$ cat config.mk
export PLATFORM = sky130hd
export DESIGN_NAME = mono_counter_bank
export DESIGN_NICKNAME = d
export VERILOG_FILES = /design/src/rtl/mono_counter_bank.sv
export SDC_FILE = /design/constraint.sdc
export NUM_CORES = 1
export LEC_CHECK = 0
export BUFFER_PORTS_ARGS = -buffer_cell sky130_fd_sc_hd__buf_2
export CELL_PAD_IN_SITES_DETAIL_PLACEMENT = 1
export CELL_PAD_IN_SITES_GLOBAL_PLACEMENT = 1
export CORE_MARGIN = 5
export CORE_UTILIZATION = 54
export CTS_CLUSTER_DIAMETER = 150
export DETAILED_ROUTE_END_ITERATION = 8
export PLACE_DENSITY_LB_ADDON = 0.15
export SYNTH_ARGS = -nofsm -noshare
export SYNTH_HDL_FRONTEND = slang
export SYNTH_SLANG_ARGS = --single-unit
$ cat constraint.sdc
create_clock -name clk -period 4.37 [get_ports clk]
set_input_delay 0.437 -clock clk [delete_from_list [all_inputs] [get_ports clk]]
set_output_delay 0.437 -clock clk [all_outputs]
set_load 0.02 [all_outputs]
$ cat src/rtl/mono_counter_bank.sv
module mono_counter_bank #(
  parameter int WORDS      = 16,
  parameter int ADDR_W     = 10,
  parameter int CNT_W      = 8,
  parameter int FRAME_CLKS = 40
) (
  input  logic              clk,
  input  logic              rst_n,
  input  logic              upd_valid,
  input  logic              upd_is_inc,
  input  logic [ADDR_W-1:0] upd_addr,
  input  logic [15:0]       upd_data,
  input  logic [CNT_W-1:0]  upd_clks,
  input  logic              wel,
  input  logic [ADDR_W-1:0] rd_addr,
  output logic [7:0]        rd_byte,
  output logic              cmp_low,
  output logic              upd_done
);
  localparam int IDX_W = $clog2(WORDS);
  localparam logic [ADDR_W-1:0] LIMIT = ADDR_W'(2 * WORDS);

  logic [15:0] word_q [WORDS];

  wire [IDX_W-1:0] upd_idx = upd_addr[IDX_W:1];
  wire             qualified = upd_valid && upd_is_inc && wel && !upd_addr[0]
                               && (upd_addr < LIMIT)
                               && (upd_clks == CNT_W'(FRAME_CLKS));
  wire             greater = upd_data > word_q[upd_idx];

  always_ff @(posedge clk or negedge rst_n) begin
    if (!rst_n) begin
      for (int i = 0; i < WORDS; i++) word_q[i] <= '0;
      cmp_low  <= 1'b0;
      upd_done <= 1'b0;
    end else begin
      upd_done <= qualified;
      if (qualified) begin
        cmp_low <= !greater;
        if (greater) word_q[upd_idx] <= upd_data;
      end
    end
  end

  wire [15:0] rd_word = word_q[rd_addr[IDX_W:1]];
  assign rd_byte = (rd_addr >= LIMIT) ? 8'h00 :
                   rd_addr[0]         ? rd_word[7:0] : rd_word[15:8];

  for (genvar g = 0; g < WORDS; g++) begin : g_chk
    assert_never_lower_R2: assert property (@(posedge clk) disable iff (!rst_n)
      word_q[g] >= $past(word_q[g]));
    assert_change_means_accept_R6: assert property (@(posedge clk) disable iff (!rst_n)
      (word_q[g] != $past(word_q[g])) |-> (upd_done && !cmp_low));
  end

  assert_done_needs_wel_R7: assert property (@(posedge clk) disable iff (!rst_n)
    upd_done |-> $past(upd_valid && wel));
  assert_done_needs_inc_R4: assert property (@(posedge clk) disable iff (!rst_n)
    upd_done |-> $past(upd_is_inc));
  assert_done_even_addr_R3: assert property (@(posedge clk) disable iff (!rst_n)
    upd_done |-> !$past(upd_addr[0]));
  assert_done_frame_len_R5: assert property (@(posedge clk) disable iff (!rst_n)
    upd_done |-> ($past(upd_clks) == CNT_W'(FRAME_CLKS)));
  assert_done_in_bank_R8: assert property (@(posedge clk) disable iff (!rst_n)
    upd_done |-> ($past(upd_addr) < LIMIT));
  assert_flag_only_on_done_R6: assert property (@(posedge clk) disable iff (!rst_n)
    !upd_done |-> $stable(cmp_low));
endmodule

Yosys cells after proc, flatten, opt, wreduce, memory -nomap -nowiden --
Cells that the tools add are included.
Word-level totals: bits in registers 258, bits of input ports 49
Cells by class: order comparisons 6, equal/unequal tests 1, muxes and demuxes 11, bitwise logic cells 2, reduce and logical (&&, ||, !) cells 9
Operators by type and width (number):
- 256-bit bitwise mux | 1
- 16-bit binary-select mux with 4-bit select | 2
- 16-bit 2-to-1 mux | 5
- 16-bit demux with 4-bit select | 1
- 16-bit greater-than comparator | 1
- 8-bit 2-to-1 mux | 2
- 10-bit by 6-bit greater-or-equal comparator with 1-bit output, second input constant | 1
- 5-bit greater-or-equal comparator, second input constant | 2
- 10-bit by 6-bit < comparator with 1-bit output, second input constant | 1
- 4-bit NOT with 5-bit output | 2
- 8-bit by 6-bit == test with 1-bit output, second input constant | 1
- 1-bit logical AND | 6
- 5-bit by 1-bit < comparator with 1-bit output, second input constant | 1
- 1-bit logical NOT | 2
- 2-bit AND reduction | 1

Depth between registers and ports, before layout --
depth after elaboration 6, gate-level depth with buffers 15

Least setup slack after synthesis --
OpenSTA, ideal clock, no wires.
path type in2reg, start input upd_addr[1], end register word_q[101] (netlist bit), library setup time 0.125 ns, arrival 4.305 ns, data required time 4.245 ns, path slack -0.061 ns, stages 13, cell sequence clkbuf_1 clkbuf_1 mux4_2 mux4_2 inv_1 ha_1 a21oi_1 nand2_1 a21oi_2 buf_4 a31oi_4 buf_12 mux2_4
On the way: word-level cells in the longest chain between the ends 6
Ends and longest elaborated chain:
- start, declared | line 11 | input logic [ADDR_W-1:0] upd_addr,
- 4-bit NOT with 5-bit output (not written as such) | line 29, 40
- 16-bit binary-select mux with 4-bit select (tied with other cells) | line 29 | wire greater = upd_data > word_q[upd_idx];
- 16-bit 2-to-1 mux (not written as such) / 1-bit logical AND (equally long branches) | line 29, 40
- 16-bit 2-to-1 mux, on equally long branches | line 29, 40
- 16-bit greater-than comparator / 16-bit demux with 4-bit select (equally long branches) | line 29, 40
- 2-bit AND reduction (no source line) / 256-bit bitwise mux (equally long branches)
- end signal, assigned by index | line 40 | if (greater) word_q[upd_idx] <= upd_data;
- end, declared | line 23 | logic [15:0] word_q [WORDS];
Several ways; a longest one is shown, not always the timed one. The select of a mux whose other input is x is not followed. A chain may end at the register's enable or synchronous reset.

Final worst setup path --
start register word_q[78] (netlist bit), end register word_q[24] (netlist bit)
On the way: word-level cells in the longest chain between the ends 5
Ends and longest elaborated chain (line):
- 16-bit binary-select mux with 4-bit select | 29
- 16-bit 2-to-1 mux (not written as such) (2 in a row) | 29
- 16-bit greater-than comparator | 29
- 2-bit AND reduction (no source line)
Every way passes these cells. The select of a mux whose other input is x is not followed.

==> results.py <==
metrics = {
    "synth": {
        "synth_seq_cells": 258,
        "postSynthAreaPerCell_um2": 16.7,
        "synth_top_cells_by_area": "dfrtp_1, mux4_2, mux2_2",
        "synth_top_area_share_pct": 43.0,
        "synth_fp_nets": 967,
        "synth_warnings": 0,
        "seq_area_frac_synth_pct": 43.0,
        "synth_cells": 902,
        "netlist_area_mm2": 0.0150,
        "synth_area_leader_cell": "dfrtp_1",
        "synth_cell_types": 38,
    },
    "route": {
        "drc_errors": 0,
        "vias": 9169,
        "viasPerCell": 6.70,
        "ant_nets": 0,
        "wl_per_cell_um": 31.7,
        "firstDrtPassIters": 5,
        "drt_iter0_drc": 713,
        "wl_um": 43300,
    },
    "grt": {
        "grt_pass1_wl_um": 66700,
        "grt_use_total_pct": 28.3,
        "grt_max_degree": 123,
        "grt_overflow": 0,
        "antenna_found_initial": 1,
        "grt_pass1_vias": 10300,
    },
    "sta": {
        "max-slew-margin-rel_pct": 34.4,
        "finalMaxSlewViolations": 0,
        "setup_viol": 0,
        "tns_ps": 0,
        "holdWs_ps": -50.0,
        "rsz0062_at_grt": "false",
        "fin_skew_ps": 12.3,
        "fin_crit_ps": 3590,
        "tightest_slew_ps": 985,
        "fin_crit_sh_pct": 82.1,
        "timing.fmax_mhz": 279,
        "hold_viol_final": 20,
    },
    "cells_and_area": {
        "antenna_cells": 0,
        "instances_no_fill": 1368,
        "synthToLayoutAreaGrowth_pct": 13.8,
        "drive_gt1_share_pct": 60.2,
        "num-fill-cells": 2441,
        "final_util_pct": 61.9,
        "multi_input_area_mm2": 0.00795,
        "finalNetCount": 1031,
        "regArea_mm2": 0.00646,
    },
    "floorplanning": {
        "die_h_um": 177,
        "core_mm2": 0.0276,
        "die_area_mm2": 0.0313,
        "io_pins": 59,
        "rows": 61,
        "initial_core_util_pct": 54.4,
        "die_x_um": 177,
    },
    "pwr": {
        "leakage_nw": 7.55,
        "p_total_w": 0.00543,
        "power_density_mw_per_mm2": 318,
        "vdd_ir_drop_max_v": 0.000374,
    },
    "hold_path": {
        "hold_path_class": "input port to asynchronous set/reset pin",
    },
    "cts": {
        "path_clk_slew_ps": 60,
        "cts_num_sinks": 258,
        "htree_levels": 1,
        "cts_hold_buf": 0,
        "cts_tree": "built",
        "root_buffer": "clkbuf_16",
        "clock_path_buffers": 3,
        "post_cts_resized": 0,
        "cts_buffers": 31,
        "cts_setup_buffers": 0,
        "clk_latency_ps": 560,
    },
    "run_status": {
        "status": "complete, but fails checks",
        "violations": "negative hold slack",
    },
    "critical_path": {
        "endpoint_kind": "flop",
        "crit_fanout": 17,
        "reg2reg_depth": 11,
        "crit_type": "flop to flop",
        "arrival_ps": 4020,
        "cp.required_ps": 4800,
        "start_kind": "flop",
    },
    "placed_design": {
        "dpl.hpwl_um": 28000,
        "io_buffers": 58,
        "dp_cells": 1311,
        "place.gp.congestion": 0.797,
    },
    "job": {
        "drv_cap": 0,
    },
}
[worst max-delay path, cell delays in order, from the launching register on]
cell and delay [ps]:
dfrtp_1 420, mux4_2 510, mux4_2 470, inv_1 120, ha_1 190, nand4_1 190, or4_1 630, buf_12 190
nand4_1 150, a31oi_4 40, buf_4 210, mux2_1 350
[cell usage in the layout, fill, tap and decap left out, types with 3 or more instances in the layout]
| cell | Yosys | final |
|---|---|---|
| inv_1 | 26 | 26 |
| clkinvlp_4 | 0 | 4 |
| clkbuf_1 | 36 | 4 |
| mux2_2 | 150 | 150 |
| mux2_4 | 90 | 90 |
| buf_2 | 10 | 55 |
| dfrtp_1 | 258 | 258 |
| or4_1 | 3 | 3 |
| clkinv_2 | 0 | 6 |
| mux4_2 | 160 | 160 |
| clkbuf_8 | 0 | 7 |
| bufinv_16 | 0 | 4 |
| mux2_1 | 16 | 16 |
| a31oi_4 | 16 | 16 |
| buf_4 | 4 | 30 |
| nor3_1 | 7 | 6 |
| nand2b_1 | 4 | 4 |
| nand3_1 | 10 | 10 |
| clkbuf_16 | 0 | 31 |
| nand4_1 | 11 | 11 |
| nor2_1 | 12 | 12 |
| o21ai_0 | 10 | 10 |
| a21oi_1 | 5 | 5 |
| nand4_2 | 9 | 9 |
| buf_12 | 9 | 26 |
| nand2_1 | 5 | 5 |
| ha_1 | 16 | 16 |
[final timing paths]
kind	startpoint	slack, ps	endpoint
min	rst_n	-50	word_q[57]$_DFFE_PN0P_
max in group asynchronous	rst_n	3190	word_q[112]$_DFFE_PN0P_
max	word_q[78]$_DFFE_PN0P_	780	word_q[24]$_DFFE_PN0P_
min reg2reg	word_q[30]$_DFFE_PN0P_	510	word_q[30]$_DFFE_PN0P_
min in group clk	upd_data[0]	370	word_q[160]$_DFFE_PN0P_
max reg2reg	word_q[78]$_DFFE_PN0P_	780	word_q[24]$_DFFE_PN0P_
[report_power, final]
part	switching, W	leakage (nW)	internal (W)
logic	0.000231	3.42	0.000109
clock network	0.00105	0.522	0.00165
registers	0.0000000456	3.61	0.00239
[through the flow]
step | cell area (µm²) | hold slack [ps] | worst slack, ps
4_1_cts | 17100 | 21.4 | 771
6_report | 17100 | -50.0 | 783
3_3_place_gp | 16000 | 479 | 323
5_1_grt | 17100 | 63.9 | 644
3_5_place_dp | 16000 | 495 | 188
2_1_floorplan | 15000 | 141 | 24.7
[synthesized netlist by cell type (all sizes together)]
| cell type | count |
|---|---|
| ha | 16 |
| nor4 | 2 |
| or3 | 1 |
| buf | 44 |
| nor2b | 1 |
| a22oi | 1 |
| nor2 | 12 |
| nand4 | 20 |
| mux2 | 256 |
| clkbuf | 37 |
| inv | 26 |
| nor3 | 7 |
| nand4b | 1 |
| a31oi | 17 |
| a2111o | 1 |
| o21ai | 10 |
| dfrtp | 258 |
| nand2 | 5 |
| or4 | 4 |
| a21oi | 6 |
| mux4 | 160 |
| a41oi | 1 |
| nand3 | 10 |
| and2 | 1 |
| nand2b | 4 |
| o211ai | 1 |
[registers in the layout, summed over array words and instances (netlist names)]
signal	flops
upd_done	1
cmp_low	1
word_q	256
[layer usage]
| layer | up-vias | routed length [µm] | track usage, % |
|---|---|---|---|
| li1 | 3683 | - | - |
| met1 | 5028 | 17800 | 38.7 |
| met2 | 366 | 21500 | 47.2 |
| met3 | 90 | 2860 | 5.55 |
| met4 | 2 | 1230 | 7.29 |
| met5 | - | 13 | 0 |
[cells by family after synthesis]
kind of cell	count (synthesis)	synth area share, %
simple gates	68	2.97
compound gates	37	3.10
buf+inv	107	4.21
flops	258	43.0
mux	416	45.4
fa+ha+maj	16	1.33
[final cells by class]
| cell class | count | area share, % |
|---|---|---|
| inverter | 26 | 0.571 |
| multi-input combinational | 537 | 46.5 |
| clock inverter | 15 | 1.11 |
| timing repair buffer | 112 | 6.06 |
| tap | 378 | 2.77 |
| sequential | 258 | 37.8 |
| clock buffer | 42 | 5.19 |
No activity file was read; power rests on OpenSTA's default activity.
